**src/rtl/eic_pkg.sv**
```systemverilog
package eic_pkg;
  typedef enum logic {DET_LEVEL = 1'b0, DET_EDGE = 1'b1} det_e;
  typedef enum logic {POL_LOW = 1'b0, POL_HIGH = 1'b1} pol_e;

  // Active transition test for a given polarity.
  function automatic logic active_edge(logic pol, logic cur, logic prev);
    return pol ? (cur & ~prev) : (~cur & prev);
  endfunction
endpackage

```
**src/rtl/eic_sync.sv**
```systemverilog
module eic_sync #(
  parameter int W      = 8,
  parameter int STAGES = 2
) (
  input  logic         clk,
  input  logic         rst_n,
  input  logic [W-1:0] d_i,
  output logic [W-1:0] q_o
);
  logic [W-1:0] stage_q [STAGES];
  logic [W-1:0] stage_d [STAGES];

  generate
    for (genvar s = 0; s < STAGES; s++) begin : g_stage
      if (s == 0) begin : g_first
        always_comb stage_d[s] = d_i;
      end else begin : g_next
        always_comb stage_d[s] = stage_q[s-1];
      end

      always_ff @(posedge clk or negedge rst_n) begin
        if (!rst_n) stage_q[s] <= '0;
        else        stage_q[s] <= stage_d[s];
      end
    end
  endgenerate

  assign q_o = stage_q[STAGES-1];
endmodule

```
**src/rtl/eic_arm.sv**
```systemverilog
module eic_arm #(
  parameter int STAGES = 2
) (
  input  logic clk,
  input  logic rst_n,
  output logic arm_o
);
  // Detection waits until the synchronizer and the edge history hold real pin data.
  localparam int LIMIT = STAGES + 1;
  localparam int CW    = $clog2(LIMIT + 1);

  logic [CW-1:0] cnt_q, cnt_d;
  logic          cnt_en;

  assign arm_o  = (cnt_q == CW'(LIMIT));
  assign cnt_en = !arm_o;

  always_comb begin
    cnt_d = cnt_q;
    if (cnt_en) cnt_d = cnt_q + 1'b1;
  end

  always_ff @(posedge clk or negedge rst_n) begin
    if (!rst_n) cnt_q <= '0;
    else        cnt_q <= cnt_d;
  end

  // Once armed, detection stays enabled until the next reset.
  assert_arm_sticky_R1: assert property (@(posedge clk) disable iff (!rst_n)
    arm_o |=> arm_o);
endmodule

```
**src/rtl/eic_channel.sv**
```systemverilog
module eic_channel
  import eic_pkg::*;
#(
  parameter int PORT_W = 8,
  parameter int SELW   = 3
) (
  input  logic              clk,
  input  logic              rst_n,
  input  logic              arm_i,
  input  logic [PORT_W-1:0] port_i,
  input  logic [SELW-1:0]   sel_i,
  input  logic              mode_i,
  input  logic              pol_i,
  input  logic              ack_i,
  output logic              pend_o
);
  localparam int CFGW = SELW + 2;

  logic            pin_bit;
  logic [CFGW-1:0] cfg_now, cfg_q;
  logic            prev_q, prev_d;
  logic            flag_q, flag_d;
  logic            cfg_same, hit;

  // Observe-only pin pick; out-of-range indices read as inactive-low zero.
  always_comb begin
    pin_bit = 1'b0;
    if (int'(sel_i) < PORT_W) pin_bit = port_i[sel_i];
  end

  assign cfg_now  = {sel_i, mode_i, pol_i};
  assign cfg_same = (cfg_now == cfg_q);

  assign hit = arm_i && cfg_same && (det_e'(mode_i) == DET_EDGE)
               && active_edge(pol_i, pin_bit, prev_q);

  always_comb begin
    prev_d = pin_bit;
    flag_d = 1'b0;
    if (det_e'(mode_i) == DET_EDGE) flag_d = hit | (flag_q & ~ack_i);
  end

  always_ff @(posedge clk or negedge rst_n) begin
    if (!rst_n) begin
      cfg_q  <= '0;
      prev_q <= 1'b0;
      flag_q <= 1'b0;
    end else begin
      cfg_q  <= cfg_now;
      prev_q <= prev_d;
      flag_q <= flag_d;
    end
  end

  assign pend_o = (det_e'(mode_i) == DET_EDGE) ? flag_q : (pin_bit == pol_i);

  // A flag only ever rises from a detected active edge.
  assert_rise_from_edge_R4: assert property (@(posedge clk) disable iff (!rst_n)
    $rose(flag_q) |-> $past(hit));

  // Acknowledge without a new edge clears the flag.
  assert_ack_clears_R5: assert property (@(posedge clk) disable iff (!rst_n)
    (mode_i && ack_i && !hit) |=> !flag_q);

  // Edge coinciding with acknowledge is kept.
  assert_ack_keeps_edge_R6: assert property (@(posedge clk) disable iff (!rst_n)
    (mode_i && hit && ack_i) |=> flag_q);

  // A configuration change alone never raises the flag.
  assert_no_cfg_edge_R8: assert property (@(posedge clk) disable iff (!rst_n)
    (!cfg_same && !flag_q) |=> !flag_q);
endmodule

```
**src/rtl/ext_irq_cond.sv**
```systemverilog
module ext_irq_cond #(
  parameter int NCH         = 2,
  parameter int PORT_W      = 8,
  parameter int SYNC_STAGES = 2,
  localparam int SELW       = (PORT_W > 1) ? $clog2(PORT_W) : 1
) (
  input  logic                      clk,
  input  logic                      rst_n,
  input  logic [PORT_W-1:0]         port_pins,
  input  logic [NCH-1:0]            det_mode,
  input  logic [NCH-1:0]            act_pol,
  input  logic [NCH-1:0][SELW-1:0]  pin_sel,
  input  logic [NCH-1:0]            vec_ack,
  output logic [NCH-1:0]            pend
);
  logic [PORT_W-1:0] pins_s;
  logic              armed;

  eic_sync #(.W(PORT_W), .STAGES(SYNC_STAGES)) u_sync (
    .clk   (clk),
    .rst_n (rst_n),
    .d_i   (port_pins),
    .q_o   (pins_s)
  );

  eic_arm #(.STAGES(SYNC_STAGES)) u_arm (
    .clk   (clk),
    .rst_n (rst_n),
    .arm_o (armed)
  );

  generate
    for (genvar c = 0; c < NCH; c++) begin : g_ch
      eic_channel #(.PORT_W(PORT_W), .SELW(SELW)) u_ch (
        .clk    (clk),
        .rst_n  (rst_n),
        .arm_i  (armed),
        .port_i (pins_s),
        .sel_i  (pin_sel[c]),
        .mode_i (det_mode[c]),
        .pol_i  (act_pol[c]),
        .ack_i  (vec_ack[c]),
        .pend_o (pend[c])
      );
    end
  endgenerate
endmodule

```
**config.mk**
```make
export PLATFORM = sky130hd
export DESIGN_NAME = ext_irq_cond
export DESIGN_NICKNAME = d
export VERILOG_FILES = /design/src/rtl/eic_pkg.sv /design/src/rtl/eic_sync.sv /design/src/rtl/eic_arm.sv /design/src/rtl/eic_channel.sv /design/src/rtl/ext_irq_cond.sv
export SDC_FILE = /design/constraint.sdc
export NUM_CORES = 1
export LEC_CHECK = 0
export ABC_AREA = 0
export BUFFER_PORTS_ARGS = -buffer_cell sky130_fd_sc_hd__buf_2
export CORE_MARGIN = 1.5
export CORE_UTILIZATION = 52
export DETAILED_ROUTE_END_ITERATION = 6
export PLACE_DENSITY = 0.79
export REMOVE_ABC_BUFFERS = 1
export SLEW_MARGIN = 20
export SYNTH_ARGS = -nofsm -noshare
export SYNTH_HDL_FRONTEND = slang
export SYNTH_HIERARCHICAL = 1
export SYNTH_SLANG_ARGS = --single-unit
```
**constraint.sdc**
```tcl
create_clock -name clk -period 1.9 [get_ports clk]
set_input_delay 0.095 -clock clk [delete_from_list [all_inputs] [get_ports clk]]
set_output_delay 0.095 -clock clk [all_outputs]
set_load 0.005 [all_outputs]
```
==> summary.md <==
| Metric | Value |
|---|---|
| Status | completed |
| CP max FO | 3 |
| Core area | approximately 2200 µm² |
| Root buf cell | clkbuf_4 |
| Layout cell share with drive strength beyond 1 | 32.3% |
| Synth warn | 6 |
| Slew Viols, Final | 0 |
| Initial DRC count | 5 |
| Synthesized instance count | 70 |
| Largest net degree at the start of global routing | 33 |
| Area Overhead vs Synth | 34.6% |
| Inst Count DP | 121 |
| Fill cells | 149 |
| Synth Register Bits | 32 |
| Maximum root-to-sink buffer count | 2 |
| Top cells by area, synth | dfrtp_1 66%, mux4_1 8.7%, xnor2_1 7.9%, mux2i_4 3.7%, o32ai_2 2.7% |
| Most common cell after layout, fill and taps aside | dfrtp_1 |
| VDD IR-drop max | approximately 630 µV |
| Fin cells | around 150 |
| Worst Min Path Start | pin_sel[3] |
| CTS Buf Count | 5 |
| DIE AREA | 2630 µm² |
| Tcrit/Tclk final | between 90% and 100% |
| # IOs | 24 |
| Reg-to-reg critical path startpoint | u_sync/q_o[2] |
| Vias in the first global route | 803 |
| Area share of the largest cell type after synthesis | 66.0% |
| Routed wire length | just over 2 mm |
| CTS H-Tree Depth | 2 |
| Worst-Skew Late Latency | 330 ps |
| Die width | a little over 50 µm |
| WL/cell | roughly 14 µm |
| Pwr/cell area | approximately 790 nW/µm² |
| Drt first pass iters | 2 |
| F_max | between 500 and 600 MHz |
| Min-delay worst type | in -> reg |
| Vert. Die Dim | between 50 and 60 µm |
| Critical path required time | around 1800 ps |
| Distinct cells, synth | 14 |
| Initial Util | 54.8% |
| Crit path time final | 1840 ps |
| Register area share after synthesis | 66.0% |
| CP Launch Type | flip-flop |
| DRC | 0 |
| GRT Total Usage | 18.5% |
| Total gr overflow | 0 |
| Area leader, netlist | dfrtp_1 |
| CP endpoint kind | output port |
| Ant diodes | 0 |
| Tot Pwr | approximately 1.3 mW |
| Via Count | about 740 |
| Worst slew margin | 56.1% |
| Global-route wire length before repair | between 3 and 4 mm |
| Hold Path End | g_ch[1].u_ch/flag_q |
| Min Hold Slack | around 200 ps |
| CP Class | reg -> out |
| Min-Delay Path Depth | 4 |
| Syn Area/Cell | 17.3 µm² |
| Placer Congestion | a little over 0.7 |
| Worst Path Arrival | 1740 ps |
| Clk sink count | 32 |
| Vias per cell | 4.84 |
| Hold Violations, Final | 0 |
| Layout Nets | 147 |
| Worst-margin pin slew | 659 ps |
| I/O Buffers | 23 |
| Initial antenna violation count | 0 |
| CTS tree | built |
| Mapped Area | approximately 1200 µm² |
| Final antenna-violating net count | 0 |
| RSZ-0062 raised after global routing | true |
| Clk pin slew, worst setup/hold paths | approximately 90 ps |
| Row cnt | 17 |
| R2r setup slk | 260 ps |
| Commonest non-fill, non-tap cells in the layout | 32 x dfrtp_1, 23 x buf_2, 21 x dlygate4sd3_1 |
| FF-to-FF End | g_ch[0].u_ch/flag_q |
| Static Leak | roughly 0.72 nW |
| Final setup violation count | 0 |
| Fin Clk Skew | 9.33 ps |
| Maximum capacitance violations | 0 |
| Worst-case reg-to-reg path depth | 5 |
## cell type report
type                            instances  area [µm²]  area share [%]
Clock buffer                            8        58.8            3.60
Inverter                                2        7.51           0.460
Multi-Input combinational cell         36         389            23.8
Sequential cell                        32         801            49.1
Tap cell                               28        35.0            2.15
Timing Repair Buffer                   46         340            20.9
## state kept, by name, summed over array words and instances, names as in the netlist
signal / flops
g_ch.u_ch/flag_q: 2
g_ch.u_ch/prev_q: 2
u_sync/q_o: 8
g_ch.u_ch/cfg_q: 10
u_arm/cnt_q: 2
u_sync/stage_d: 8
## Yosys cell counts (all sizes together)
cell type,n
dfrtp,32
ha,2
inv,2
mux2,1
mux2i,4
mux4,4
nand2,2
nand3,2
nand4,2
nor2b,4
o21ai,2
o32ai,2
xnor2,11
## worst max path at each step
stage / startpoint / endpoint / slack, ps / cells after the start
floorplan: u_sync/q_o[1] / g_ch[0].u_ch/flag_q / 390 / 4
global placement: u_sync/q_o[3] / g_ch[0].u_ch/flag_q / 350 / 4
detailed placement: u_sync/q_o[2] / g_ch[0].u_ch/flag_q / 290 / 4
CTS: u_sync/q_o[2] / pend[0] / 10 / 5
global route: u_sync/q_o[5] / pend[0] / -9 / 5
finish: u_sync/q_o[5] / pend[1] / 60 / 5
## power by group
part           total, mW  switching (mW)  internal [mW]
combinational      0.176          0.0720          0.104
clock              0.390           0.207          0.182
sequential         0.728          0.0139          0.714
## what timing repair did
action	4_1_cts	5_1_grt
endpoints found under the setup margin	2	2
hold endpoints to repair	52	0
hold buffers	21	0
buffers inserted	0	2
resized for setup	4	2
pin swaps	0	1
## logic make-up after synthesis
family / after synthesis / share of synthesized area, %
AO/OA/AOI/OAI: 4 / 3.51
XOR/XNOR: 11 / 7.95
adder cells (fa/ha/maj): 2 / 2.06
buffers and inverters: 2 / 0.619
flip-flops: 32 / 66.0
multiplexers: 9 / 15.3
AND/OR/NAND/NOR: 10 / 4.54
## metal layers
metal | share of wire [%] | track usage, % | vias up
met5 | 0 | 0 | -
met4 | 1.4 | 6.58 | 0
met3 | 5.3 | 7.89 | 4
met2 | 54 | 32.9 | 25
met1 | 39 | 19.6 | 356
li1 | - | - | 351
## metrics by stage
stage                     instance area, µm²  setup TNS [ps]  util (%)  worst slack, ps
final                                   1630               0      73.8             63.5
after global placement                  1360               0      61.6              354
after CTS                               1620               0      73.1             11.2
after floorplan                         1210               0         -              394
after detailed placement                1360               0      61.6              293
after global routing                    1630           -17.6      73.8            -8.81
## critical path: stages, from the launching register on
cell     delay (ps)
dfrtp_1         390
mux4_2          510
mux2i_4         190
xnor2_1         140
o21ai_1          70
buf_2           120
Power figures use the tool's default switching activity.
